## config.mk

```make
export PLATFORM = sky130hd
export DESIGN_NAME = act_twofold_lut
export DESIGN_NICKNAME = d
export VERILOG_FILES = /design/src/rtl/act_lut_pkg.sv /design/src/rtl/act_fold_stage.sv /design/src/rtl/act_tbl_rom.sv /design/src/rtl/act_merge_stage.sv /design/src/rtl/act_twofold_lut.sv
export SDC_FILE = /design/constraint.sdc
export NUM_CORES = 1
export LEC_CHECK = 0
export BUFFER_PORTS_ARGS = -buffer_cell sky130_fd_sc_hd__buf_2
export CORE_MARGIN = 1.5
export CORE_UTILIZATION = 45
export DETAILED_ROUTE_END_ITERATION = 8
export PLACE_DENSITY = 0.74
export SYNTH_ARGS = -nofsm -noshare
export SYNTH_HDL_FRONTEND = slang
export SYNTH_SLANG_ARGS = --single-unit
```

## constraint.sdc

```tcl
create_clock -name clk -period 2.7 [get_ports clk]
set_clock_uncertainty 0.2 [all_clocks]
set_input_delay 0.27 -clock clk [delete_from_list [all_inputs] [get_ports clk]]
set_output_delay 0.27 -clock clk [all_outputs]
set_load 0.05 [all_outputs]
```

## src/rtl/act_lut_pkg.sv

```systemverilog
package act_lut_pkg;

    // Sigmoid-shaped curve for a non-negative magnitude a (LSB units)
    function automatic int curve_at(int a, int half, int knee);
        return half + (half * a) / (a + knee);
    endfunction

    // Smallest curve value in band b, limited to samples at or below ht
    function automatic int band_floor(int b, int band_log, int ht, int half, int knee);
        int lo;
        int v;
        lo = curve_at(b << band_log, half, knee);
        for (int j = 0; j < (1 << band_log); j++) begin
            if (((b << band_log) + j) <= ht) begin
                v = curve_at((b << band_log) + j, half, knee);
                if (v < lo) lo = v;
            end
        end
        return lo;
    endfunction

    // Unsigned offset of sample a above the floor of its band
    function automatic int band_offset(int a, int band_log, int ht, int half, int knee);
        return curve_at(a, half, knee) - band_floor(a >> band_log, band_log, ht, half, knee);
    endfunction

endpackage

```

## src/rtl/act_fold_stage.sv

```systemverilog
module act_fold_stage #(
    parameter int XW = 12,
    parameter int AW = 11,
    parameter int HT = 1596
) (
    input  logic          clk,
    input  logic          rst_n,
    input  logic          valid_in,
    input  logic [XW-1:0] x_in,
    output logic          valid_q,
    output logic          neg_q,
    output logic          sat_q,
    output logic [AW-1:0] idx_q
);
    logic [XW-1:0] mag;
    logic          over;

    always_comb begin
        mag  = x_in[XW-1] ? (~x_in + XW'(1)) : x_in;
        over = mag > XW'(HT);
    end

    always_ff @(posedge clk or negedge rst_n) begin
        if (!rst_n) begin
            valid_q <= 1'b0;
            neg_q   <= 1'b0;
            sat_q   <= 1'b0;
            idx_q   <= '0;
        end else begin
            valid_q <= valid_in;
            neg_q   <= x_in[XW-1];
            sat_q   <= over;
            idx_q   <= mag[AW-1:0];
        end
    end
endmodule

```

## src/rtl/act_tbl_rom.sv

```systemverilog
module act_tbl_rom #(
    parameter int DEPTH    = 1597,
    parameter int AW       = 11,
    parameter int DW       = 2,
    parameter bit BASE_TBL = 1'b0,
    parameter int HT       = 1596,
    parameter int BAND_LOG = 3,
    parameter int HALF     = 128,
    parameter int KNEE     = 512
) (
    input  logic          clk,
    input  logic          en,
    input  logic [AW-1:0] addr,
    output logic [DW-1:0] q
);
    logic [DW-1:0] mem [DEPTH];

    for (genvar i = 0; i < DEPTH; i++) begin : g_cell
        if (BASE_TBL) begin : g_base
            assign mem[i] = DW'(act_lut_pkg::band_floor(i, BAND_LOG, HT, HALF, KNEE));
        end else begin : g_off
            assign mem[i] = DW'(act_lut_pkg::band_offset(i, BAND_LOG, HT, HALF, KNEE));
        end
    end

    always_ff @(posedge clk) begin
        if (en) begin
            if (int'(addr) < DEPTH) q <= mem[addr];
            else                    q <= '0;
        end
    end
endmodule

```

## src/rtl/act_merge_stage.sv

```systemverilog
module act_merge_stage #(
    parameter int XW     = 12,
    parameter int BASE_W = 8,
    parameter int ERR_W  = 2,
    parameter int SAT    = 256
) (
    input  logic              clk,
    input  logic              rst_n,
    input  logic              valid_d,
    input  logic              neg_d,
    input  logic              sat_d,
    input  logic [BASE_W-1:0] base_d,
    input  logic [ERR_W-1:0]  off_d,
    output logic              valid_out,
    output logic [XW-1:0]     y_out
);
    logic [XW-1:0] rebuilt;
    logic [XW-1:0] pos_side;
    logic [XW-1:0] folded;

    always_comb begin
        rebuilt  = XW'(base_d) + XW'(off_d);
        pos_side = sat_d ? XW'(SAT) : rebuilt;
        folded   = neg_d ? (XW'(SAT) - pos_side) : pos_side;
    end

    always_ff @(posedge clk or negedge rst_n) begin
        if (!rst_n) begin
            valid_out <= 1'b0;
            y_out     <= '0;
        end else begin
            valid_out <= valid_d;
            if (valid_d) y_out <= folded;
        end
    end
endmodule

```

## src/rtl/act_twofold_lut.sv

```systemverilog
module act_twofold_lut #(
    parameter int XW       = 12,
    parameter int HT       = 1596,
    parameter int BAND_LOG = 3,
    parameter int BASE_W   = 8,
    parameter int ERR_W    = 2,
    parameter int HALF     = 128,
    parameter int KNEE     = 512,
    parameter int SAT      = 256
) (
    input  logic          clk,
    input  logic          rst_n,
    input  logic          valid_in,
    input  logic [XW-1:0] x_in,
    output logic          valid_out,
    output logic [XW-1:0] y_out
);
    localparam int DEPTH = HT + 1;
    localparam int AW    = $clog2(DEPTH);
    localparam int BANDS = (DEPTH + (1 << BAND_LOG) - 1) >> BAND_LOG;
    localparam int BAW   = AW - BAND_LOG;

    // stage 1: fold and compare
    logic          v1, neg1, sat1;
    logic [AW-1:0] idx1;

    act_fold_stage #(.XW(XW), .AW(AW), .HT(HT)) u_fold (
        .clk(clk), .rst_n(rst_n), .valid_in(valid_in), .x_in(x_in),
        .valid_q(v1), .neg_q(neg1), .sat_q(sat1), .idx_q(idx1)
    );

    // stage 2: parallel table read, tables idle when saturated
    logic              rd_en;
    logic              v2, neg2, sat2;
    logic [BASE_W-1:0] base2;
    logic [ERR_W-1:0]  off2;

    assign rd_en = v1 & ~sat1;

    act_tbl_rom #(
        .DEPTH(BANDS), .AW(BAW), .DW(BASE_W), .BASE_TBL(1'b1),
        .HT(HT), .BAND_LOG(BAND_LOG), .HALF(HALF), .KNEE(KNEE)
    ) u_band_rom (
        .clk(clk), .en(rd_en), .addr(idx1[AW-1:BAND_LOG]), .q(base2)
    );

    act_tbl_rom #(
        .DEPTH(DEPTH), .AW(AW), .DW(ERR_W), .BASE_TBL(1'b0),
        .HT(HT), .BAND_LOG(BAND_LOG), .HALF(HALF), .KNEE(KNEE)
    ) u_off_rom (
        .clk(clk), .en(rd_en), .addr(idx1), .q(off2)
    );

    always_ff @(posedge clk or negedge rst_n) begin
        if (!rst_n) begin
            v2   <= 1'b0;
            neg2 <= 1'b0;
            sat2 <= 1'b0;
        end else begin
            v2   <= v1;
            neg2 <= neg1;
            sat2 <= sat1;
        end
    end

    // stage 3: rebuild, saturate, mirror
    act_merge_stage #(.XW(XW), .BASE_W(BASE_W), .ERR_W(ERR_W), .SAT(SAT)) u_merge (
        .clk(clk), .rst_n(rst_n), .valid_d(v2), .neg_d(neg2), .sat_d(sat2),
        .base_d(base2), .off_d(off2), .valid_out(valid_out), .y_out(y_out)
    );
endmodule

```

# == After elaboration in Yosys (flattened, before gate mapping) ==
# Memory sizes are Yosys's and may differ from the RTL's. A register that Yosys moved wholly into a read port is not among the register bits.
# Cells that the tools add are included.
# W data, S select, Z words.
# word_totals
regBits,30
rom_bits,6144
mem_count,2
inputBits,15
wordCells,27
# op_classes
n_lt_le_gt_ge,3
bitwise,5
n_reduce_logical,2
n_addsub,3
muxes,3
# memory_table
name,depth,word_bits,rd,rd_ports_with_merged_regs,write_ports,line,text
(no name shown),2048,2,1,1,0,act_tbl_rom.sv:28,if (int'(addr) < DEPTH) q <= mem[addr];
(no name shown),256,8,1,1,0,act_tbl_rom.sv:28,
# op_table
op,n
$mux W12,3
$add A12 B1 Y12 const B,1
$gt A12 B11 Y1 const B,1
$not A11 Y12,1
$not A12 Y12,1
$sub A9 B12 Y12 const A,1
$lt A11 B11 Y1 const B,1
$add A8 B2 Y9,1
$not A8 Y9,1
$lt A8 B8 Y1 const B,1
$logic_not A1 Y1,2
$and A1 B1 Y1,1
$not A1 Y1,1

# == Logic depth before layout (Yosys ltp) ==
# Gate-level depths: netlist (run 1).
# logic_depth
word_depth,4
ltp_mapped,10
ltp_nobuf,9

# == Cells and area by module ==
# Synthesis (run 1) repeated with hierarchy kept, for this count alone.
# unflattened
hier_cells,512
hier_area_um2,4121.5
# modules_own_cells
module,area_per_inst_um2,seq_area_each_um2,n_inst,cells_per_inst
act_tbl_rom (u_band_rom),1312.5,230.2,1,175
act_tbl_rom (u_off_rom),1099.8,60.1,1,163
act_merge_stage,913.4,275.3,1,105
act_fold_stage,706.9,350.3,1,65
act_twofold_lut,88.8,75.1,1,4

# == Worst setup path before layout (run 1) ==
# OpenSTA, ideal clock, no wires.
# synth_path
kind,register -> register
startpoint,reg u_fold.idx_q[4]
endpoint,"reg u_band_rom.q[1], data pin"
required_ns,2.233
t_arrival_ns,2.146
n_path_buf,1
slack_ns,0.087
stages_incl_launch_ff,10
period_less_slack_ns,2.613
path_cell_list,dfrtp_1 inv_1 clkbuf_1 ha_1 nor2b_1 a211oi_1 a21oi_1 mux4_2 o21ai_1 o22ai_1
# synth_via
elab_chain_cells,2
# synth_rtl
item,line,text
start: declaration,act_fold_stage.sv:13,output logic [AW-1:0] idx_q
start signal: assignment,act_fold_stage.sv:33,idx_q <= mag[AW-1:0];
$lt A8 B8 Y1,act_tbl_rom.sv:28,
$logic_not A1 Y1 (no line),-,
end: declaration,act_tbl_rom.sv:14,output logic [DW-1:0] q
# Parallel ways exist; a longest one is shown, timed or not.
# A chain may end at the register's enable or synchronous reset.

# == Worst setup path in the final report (run 1) ==
# layout_path
startpoint,in x_in[0]
endpoint,reg u_fold.sat_q
# layout_via
elab_chain_cells,4
# layout_rtl
item,line,text
start: declaration,act_twofold_lut.sv:14,"input logic [XW-1:0] x_in,"
$not A12 Y12,act_fold_stage.sv:19,mag = x_in[XW-1] ? (~x_in + XW'(1)) : x_in;
$add A12 B1 Y12,act_fold_stage.sv:19,
$mux W12 (*),act_fold_stage.sv:19,
$gt A12 B11 Y1 (*),act_fold_stage.sv:20,over = mag > XW'(HT);
net u_fold.over,act_fold_stage.sv:16,logic over;
end signal: assignment,act_fold_stage.sv:32,sat_q <= over;
end: declaration,act_fold_stage.sv:12,"output logic sat_q,"
# The timed path passes the listed nets; every way through them passes the cells marked *.

==> impl_metrics.json, run 1 <==
{
  "status": "finished, final reports clean",
  "pre_cts_slack_ps": 55.3,
  "max_freq_ghz": 0.383,
  "synth-seq-cells": 40,
  "drt-total-wl_mm": 10.8,
  "cts_tree": "yes",
  "avgRoutedWirePerCell_um": 17.2,
  "arrival_ps": 2580,
  "htreeDepth": 2,
  "required_ps": 2670,
  "clockBufferDepth": 2,
  "start_util_pct": 46.1,
  "syn_area_per_cell_sq_um": 7.62,
  "instances_no_fill": 629,
  "ys_seq_area_share_pct": 28.0,
  "root_buffer": "clkbuf_8",
  "crit_path_end_kind": "register",
  "crit_path_start_kind": "primary input",
  "io_buffers": 27,
  "crit_family": "simple AND/OR/NAND/NOR gates",
  "areaGrowthSynthToFinish_pct": 13.5,
  "clkSinkCount": 40,
  "synth_xor_area_share_pct": 5.34,
  "place_inst": 618,
  "ys_warn_count": 0,
  "grt_pass1_wl_mm": 18.1,
  "layout_min_cycle_time_ps": 2610,
  "drive_above_1_share_pct": 17.0,
  "maxSlewHeadroom_pct": 47.3,
  "worstPathCellList": "dlygate4sd3_1, buf_2, inv_2, ha_2, or4b_4, or4b_4, a21oi_2, o21ai_1, o211ai_2, o41ai_2",
  "synth-async-reset-ratio_pct": 75.0,
  "syn_area_sq_um": 3750,
  "nets": 555,
  "gp_congestion": 0.959,
  "hold_viol_final": 0,
  "antenna_found_initial": 0,
  "grt_max_degree": 31,
  "n_antenna_cell": 0,
  "period_share_pct": 96.8,
  "dp_hpwl_mm": 7.98,
  "die_w_um": 94.3,
  "postLayoutCoreUtil_pct": 52.3,
  "worst_path_max_delay_cell": "dlygate4sd3_1",
  "ir_drop_mv": 0.308,
  "dieArea_sq_um": 8880,
  "mostFrequentLayoutCell": "nand2_1",
  "clkTransAtPathRegs_ps": 70,
  "numCtsBuffers": 5,
  "placed_area_sq_um": 4100,
  "tns_ps": 0,
  "pin_count": 28,
  "powerDensity_nw_per_um2": 576,
  "synth_fa_ha_area_share_pct": 6.14,
  "worst_path_most_repeated_cell": "or4b_4",
  "synth.distinct_cells": 70,
  "finalSetupViolCount": 0,
  "synth_top_family_by_area": "compound AO/OA/AOI/OAI gates",
  "postRouteAntennaNets": 0,
  "vias_per_cell": 6.27,
  "num_vias": 3946,
  "power_leakage_nw": 1.72,
  "most-common-layout-cells": "51 x nand2_1, 50 x o21ai_0, 46 x a21oi_1",
  "rows": 33,
  "drtIter0Drc": 414,
  "min_path_type": "in -> reg",
  "synth_top_area_cell": "dfrtp_1",
  "maxSlewViolCount": 0,
  "synth.area.top_cells": "dfrtp_1 20%, edfxtp_1 8.0%, o21ai_0 6.7%",
  "dr.pass1.iters": 5,
  "grt.total_usage_pct": 25.6,
  "synth-compound-area-share_pct": 30.9,
  "ys.flop_type": "dfrtp_1",
  "slowest_delay_ps": 530,
  "stdcell_area_sq_um": 4250,
  "cp_max_fo": 6,
  "syn_nets": 524,
  "muxShareOfSynthArea_pct": 2.30,
  "grt_overflow": 0,
  "syn_inst": 492,
  "max_cap_viol_count": 0,
  "grt_setup_unrepaired": "no",
  "synthSimpleGateAreaFrac_pct": 20.6,
  "clock_latency_ps": 290,
  "tightest_slew_ps": 788,
  "synth-edff-count": 10,
  "grt_pass1_vias": 3785,
  "drc_errors": 0,
  "die_h_um": 94.3,
  "fin_ws_ps": 87.0,
  "synth_top_cell_area_share_pct": 20.0,
  "setup.worst_path.class": "in -> reg",
  "worstPathBufferInverterCount": 3,
  "fp.coreArea_sq_um": 8130
}
-- final timing paths --
check	slack (ps)	depth (start not counted)	endpoint	startpoint
max in group asynchronous	1480	2	u_fold.idx_q[6]$_DFF_PN0_	rst_n
setup / recovery	90	10	u_fold.sat_q$_DFF_PN0_	x_in[0]
hold / removal	10	2	u_fold.sat_q$_DFF_PN0_	x_in[10]
hold reg to reg	160	0	neg2$_DFF_PN0_	u_fold.neg_q$_DFF_PN0_
min in group asynchronous	340	2	u_merge.y_out[10]$_DFFE_PN0P_	rst_n
setup reg to reg	120	8	u_off_rom.q[0]$_SDFFCE_PP0P_	u_fold.idx_q[5]$_DFF_PN0_
-- cell families after synthesis --
logic type | Yosys count
flops | 40
xor+xnor | 22
simple gates | 164
buf+inv | 59
compound gates | 183
fa+ha+maj | 18
mux | 6
-- report_power, final --
part | internal, W | switching, W
combinational | 0.000442 | 0.000801
sequential | 0.000724 | 0.000105
clock | 0.000175 | 0.000201
total | 0.00134 | 0.00111
-- repair_timing --
item,4_1_cts,5_1_grt
resized for setup,0,10
endpoints found under the setup margin,0,4
hold endpoints to repair,32,0
setup buffers,0,0
hold buffers,3,0
-- final cells by class --
type | instances | area, sq um
Sequential cell | 40 | 1050
Fill cell | 773 | 3880
Clock buffer | 5 | 68.8
Timing Repair Buffer | 62 | 418
Clock inverter | 3 | 13.8
Tap cell | 105 | 131
Inverter | 21 | 78.8
Multi-Input combinational cell | 393 | 2490
-- synth_stat cells (all sizes together), types with 9 or more instances --
library cell  instances
o21ai                55
nand2                52
a21oi                47
nor2                 45
dfrtp                30
buf                  20
inv                  19
clkbuf               18
nor3                 17
ha                   16
nand2b               15
nand3                13
xor2                 12
a211oi               10
edfxtp               10
xnor2                10
a31oi                 9
o211ai                9
-- state kept, by name, summed over array words and instances, names as in the netlist --
signal,flops
neg2,1
u_fold.neg_q,1
u_fold.valid_q,1
u_fold.idx_q,11
v2,1
u_merge.y_out,12
u_fold.sat_q,1
sat2,1
u_band_rom.q,8
u_merge.valid_out,1
u_off_rom.q,2
-- metrics by stage --
step,hold WS (ps),total power [W]
floorplan,-226,0.00170
global placement,113,0.00202
detailed placement,129,0.00204
CTS,7.03,0.00242
global route,11.0,0.00262
finish,12.8,0.00245
-- per-layer routing --
metal | track usage (%) | up-vias | share of wire [%]
li1 | - | 1865 | -
met1 | 33.7 | 1870 | 43
met2 | 42.1 | 183 | 48
met3 | 4.13 | 28 | 6.6
met4 | 9.08 | 0 | 2.5
met5 | 0 | - | 0
No activity file was read; power rests on OpenSTA's default activity.
==> run 2, diff against run 1 <==
--- a/config.mk
+++ b/config.mk
@@ -11,3 +11,3 @@
 export DETAILED_ROUTE_END_ITERATION = 8
-export PLACE_DENSITY = 0.74
+export PLACE_DENSITY = 0.72
 export SYNTH_ARGS = -nofsm -noshare
==> constraint.sdc (replaced) <==
create_clock -name clk -period 3.4 [get_ports clk]
set_clock_uncertainty 0.2 [all_clocks]
set_input_delay 0.51 -clock clk [delete_from_list [all_inputs] [get_ports clk]]
set_output_delay 0.51 -clock clk [all_outputs]
set_load 0.05 [all_outputs]
==> impl_metrics.json, run 2 (synthesized netlist as in run 1, its figures left out) <==
{
  "required_ps": 3380,
  "drtIter0Drc": 455,
  "grt_overflow": 0,
  "rows": 33,
  "io_buffers": 27,
  "setup.worst_path.class": "reg -> reg",
  "mostFrequentLayoutCell": "nand2_1",
  "layout_min_cycle_time_ps": 2760,
  "maxSlewHeadroom_pct": 30.9,
  "drive_above_1_share_pct": 11.4,
  "tns_ps": 0,
  "avgRoutedWirePerCell_um": 17.0,
  "tightest_slew_ps": 1030,
  "vias_per_cell": 6.27,
  "nets": 531,
  "antenna_found_initial": 0,
  "p_comb_share_pct": 49.2,
  "drc_errors": 0,
  "postRouteAntennaNets": 0,
  "grt_pass1_vias": 3505,
  "r2r_end": "u_merge.y_out[8]$_DFFE_PN0P_",
  "dieArea_sq_um": 8880,
  "cts_setup_buffers": 0,
  "crit_path_end_kind": "register",
  "n_antenna_cell": 0,
  "fp.coreArea_sq_um": 8130,
  "p_int_w": 0.00104,
  "busiest_layer": "met2",
  "use_met1_pct": 32.0,
  "clockBufferDepth": 2,
  "start_util_pct": 46.1,
  "grt_setup_unrepaired": "no",
  "min_path_type": "in -> async",
  "numCtsBuffers": 5,
  "grt.total_usage_pct": 23.8,
  "gr-usage-met3_pct": 3.96,
  "clkSinkCount": 40,
  "arrival_ps": 2740,
  "drt-total-wl_mm": 10.3,
  "gp_congestion": 0.950,
  "die_w_um": 94.3,
  "hold_viol_final": 0,
  "cts_hold_buf": 0,
  "period_share_pct": 81.2,
  "ir_drop_mv": 0.302,
  "use_met2_pct": 38.6,
  "grt_pass1_wl_mm": 17.0,
  "switching_power_w": 0.000854,
  "seq_power_share_pct": 34.8,
  "status": "finished, final reports clean",
  "place_inst": 597,
  "fill_cells": 778,
  "root_buffer": "clkbuf_8",
  "ctsResizeCount": 0,
  "r2r_cells": 9,
  "max_freq_ghz": 0.362,
  "num_vias": 3791,
  "cp_max_fo": 5,
  "pin_count": 28,
  "grt_max_degree": 47,
  "regMostFlops": "u_merge.y_out",
  "reg2reg_slack_ps": 640,
  "power_leakage_nw": 1.60,
  "crit_path_start_kind": "register",
  "finalSetupViolCount": 0,
  "clkTransAtPathRegs_ps": 80,
  "dr.pass1.iters": 5,
  "largest_reg_flops": 12,
  "clock_latency_ps": 280,
  "maxSlewViolCount": 0,
  "powerDensity_nw_per_um2": 469,
  "regToRegStartpoint": "u_off_rom.q[0]$_SDFFCE_PP0P_",
  "clkPwrFrac_pct": 16.0,
  "switching_share_pct": 45.2,
  "max_cap_viol_count": 0,
  "largest_registers": "u_merge.y_out (12), u_fold.idx_q (11), u_band_rom.q (8)",
  "instances_no_fill": 605,
  "htreeDepth": 2,
  "most-common-layout-cells": "51 x nand2_1, 50 x o21ai_0, 47 x a21oi_1",
  "areaGrowthSynthToFinish_pct": 7.65,
  "cts_tree": "yes",
  "dp_hpwl_mm": 7.47,
  "die_h_um": 94.3
}
## run 2: layout make-up
type / count / area, sq um / area share [%]
clock buffers: 7 / 76.3 / 1.89
clock inverters: 1 / 5.00 / 0.124
inverters: 21 / 78.8 / 1.95
multi-input cells: 393 / 2450 / 60.7
flip-flops and latches: 40 / 1050 / 26.1
well taps: 105 / 131 / 3.26
repair buffers: 38 / 243 / 6.02
## run 2: how the worst max path moves through the flow
stage	from	endpoint	slack, ps	depth (start not counted)
3_5_place_dp	u_fold.idx_q[5]$_DFF_PN0_	u_off_rom.q[0]$_SDFFCE_PP0P_	660	8
4_1_cts	u_off_rom.q[0]$_SDFFCE_PP0P_	u_merge.y_out[8]$_DFFE_PN0P_	650	9
2_1_floorplan	u_fold.idx_q[4]$_DFF_PN0_	u_band_rom.q[1]$_SDFFCE_PP0P_	790	9
5_1_grt	u_fold.idx_q[5]$_DFF_PN0_	u_band_rom.q[1]$_SDFFCE_PP0P_	480	6
6_report	u_off_rom.q[0]$_SDFFCE_PP0P_	u_merge.y_out[8]$_DFFE_PN0P_	640	9
3_3_place_gp	u_fold.idx_q[2]$_DFF_PN0_	u_off_rom.q[0]$_SDFFCE_PP0P_	690	9
## run 2: routing by layer
| layer | wire length [um] | vias to the layer above |
|---|---|---|
| met2 | 4950 | 161 |
| li1 | - | 1820 |
| met4 | 257 | 0 |
| met5 | 0 | - |
| met1 | 4510 | 1784 |
| met3 | 578 | 26 |
## run 2: metrics by stage
stage	hold slack [ps]	setup WS (ps)	util (%)	cell area, sq um	total power (W)
after CTS	56.9	653	49.6	4030	0.00189
after global placement	136	690	48.6	3950	0.00157
final	38.3	641	49.6	4030	0.00189
after detailed placement	141	665	48.6	3950	0.00158
after floorplan	14.4	787	-	3750	0.00135
after global routing	86.6	477	49.6	4030	0.00203
## run 2: worst max-delay path, cell delays in order (launching register included)
cell and delay [ps]:
edfxtp_1 420, ha_1 230, fa_1 460, and3_1 200, a21oi_1 140, o22ai_1 130
a31oi_1 330, nor3_1 100, xor2_1 160, mux2_2 270
## run 2: power groups by stage
stage                     sequential, W  combinational [W]  clock [W]
final                          0.000657           0.000930   0.000303
after CTS                      0.000657           0.000922   0.000311
after global routing           0.000670            0.00102   0.000333
after detailed placement       0.000667           0.000917          0
after global placement         0.000663           0.000908          0
after floorplan                0.000765           0.000583          0
==> run 3, diff against run 2 <==
- clock period: 3.4 -> 2.9 ns (I/O delays scaled with it)
==> impl_metrics.json, run 3 (synthesized netlist as in run 1, its figures left out) <==
{
  "clockBufferDepth": 2,
  "use_met2_pct": 39.1,
  "finalSetupViolCount": 0,
  "layout_min_cycle_time_ps": 2730,
  "arrival_ps": 2710,
  "num_vias": 3893,
  "crit_path_end_kind": "register",
  "hold_viol_final": 0,
  "max_freq_ghz": 0.367,
  "tightest_slew_ps": 918,
  "clkTransAtPathRegs_ps": 80,
  "period_share_pct": 94.1,
  "regMostFlops": "u_merge.y_out",
  "dp_hpwl_mm": 7.49,
  "powerDensity_nw_per_um2": 545,
  "gr-usage-met3_pct": 4.45,
  "gp_congestion": 0.994,
  "r2r_end": "u_merge.y_out[8]$_DFFE_PN0P_",
  "placed_area_sq_um": 3990,
  "cts_tree": "yes",
  "root_buffer": "clkbuf_8",
  "ir_drop_mv": 0.286,
  "grt_pass1_vias": 3505,
  "fp.coreArea_sq_um": 8130,
  "grt_setup_unrepaired": "no",
  "n_antenna_cell": 0,
  "mostFrequentLayoutCell": "nand2_1",
  "start_util_pct": 46.1,
  "most-common-layout-cells": "51 x nand2_1, 50 x o21ai_0, 47 x a21oi_1",
  "critPathCapture": "u_merge.y_out[8]$_DFFE_PN0P_",
  "fill_cells": 800,
  "grt_max_degree": 31,
  "antenna_found_initial": 0,
  "areaGrowthSynthToFinish_pct": 8.91,
  "drive_above_1_share_pct": 12.3,
  "busiest_layer": "met2",
  "grt_pass1_wl_mm": 16.6,
  "drtIter0Drc": 363,
  "regToRegStartpoint": "u_off_rom.q[0]$_SDFFCE_PP0P_",
  "power_leakage_nw": 1.63,
  "min_path_type": "in -> reg",
  "use_met1_pct": 29.8,
  "crit_path_start_kind": "register",
  "rows": 33,
  "grt.total_usage_pct": 23.5,
  "clkSinkCount": 40,
  "r2r_cells": 9,
  "cp_max_fo": 5,
  "multi_input_area_sq_um": 2450,
  "required_ps": 2880,
  "dr.pass1.iters": 5,
  "pre_cts_slack_ps": 192,
  "nets": 537,
  "maxSlewHeadroom_pct": 38.7,
  "die_h_um": 94.3,
  "fin_ws_ps": 172,
  "regArea_sq_um": 1050,
  "status": "finished, final reports clean",
  "io_buffers": 27,
  "setup.worst_path.class": "reg -> reg",
  "largest_reg_flops": 12,
  "die_w_um": 94.3,
  "cts_setup_buffers": 0,
  "stdcell_area_sq_um": 4080,
  "avgRoutedWirePerCell_um": 16.9,
  "postRouteAntennaNets": 0,
  "maxSlewViolCount": 0,
  "tns_ps": 0,
  "clock_latency_ps": 280,
  "vias_per_cell": 6.37,
  "pin_count": 28,
  "largest_registers": "u_merge.y_out (12), u_fold.idx_q (11), u_band_rom.q (8)",
  "numCtsBuffers": 5,
  "instances_no_fill": 611,
  "grt_overflow": 0,
  "htreeDepth": 2,
  "dieArea_sq_um": 8880,
  "crit_start": "u_off_rom.q[0]$_SDFFCE_PP0P_",
  "max_cap_viol_count": 0,
  "postLayoutCoreUtil_pct": 50.2,
  "drc_errors": 0,
  "drt-total-wl_mm": 10.3,
  "place_inst": 602,
  "reg2reg_slack_ps": 170
}
## run 3: timing repair
item | 4_1_cts | 5_1_grt
hold endpoints to repair | 30 | 0
resized for setup | 0 | 0
hold buffers | 1 | 0
## run 3: final cells by class
class	count	share of cell area, %
multi-input combinational	393	60.0
tap	105	3.22
timing repair buffer	44	7.11
inverter	21	1.93
sequential	40	25.8
clock buffer	7	1.87
clock inverter	1	0.123
## run 3: where the power goes
group	internal [W]	total, W	switching [W]
Sequential	0.000674	0.000771	0.0000972
Combinational	0.000379	0.00110	0.000723
Clock	0.000169	0.000352	0.000183
Total	0.00122	0.00223	0.00100
## run 3: per-layer routing
layer  vias to the layer above  wire [um]
li1                       1841          -
met1                      1807       4340
met2                       209       4900
met3                        36        767
met4                         0        288
met5                         -          0
## run 3: worst max-delay path: stages, from the launching register on
cell,delay [ps]
edfxtp_1,420
ha_1,230
fa_1,470
a211oi_1,280
a21oi_1,70
o22ai_1,230
a31oi_1,180
nor3_1,200
xor2_1,90
mux2_2,260
## run 3: worst min path at each step
| stage | from | to | slack, ps | cells after the start |
|---|---|---|---|---|
| 6_report | valid_in | u_fold.valid_q$_DFF_PN0_ | 60 | 1 |
| 5_1_grt | valid_in | u_fold.valid_q$_DFF_PN0_ | 40 | 1 |
| 4_1_cts | valid_in | u_fold.valid_q$_DFF_PN0_ | 50 | 1 |
| 3_5_place_dp | u_fold.neg_q$_DFF_PN0_ | neg2$_DFF_PN0_ | 160 | 0 |
| 3_3_place_gp | u_fold.neg_q$_DFF_PN0_ | neg2$_DFF_PN0_ | 140 | 0 |
| 2_1_floorplan | rst_n | neg2$_DFF_PN0_ | -60 | 0 |
## run 3: metrics by stage
step                      hold WS (ps)  total power, W
after floorplan                  -60.6         0.00158
after CTS                         48.6         0.00222
after detailed placement           158         0.00186
after global placement             138         0.00185
final                             56.9         0.00223
after global routing              42.9         0.00238
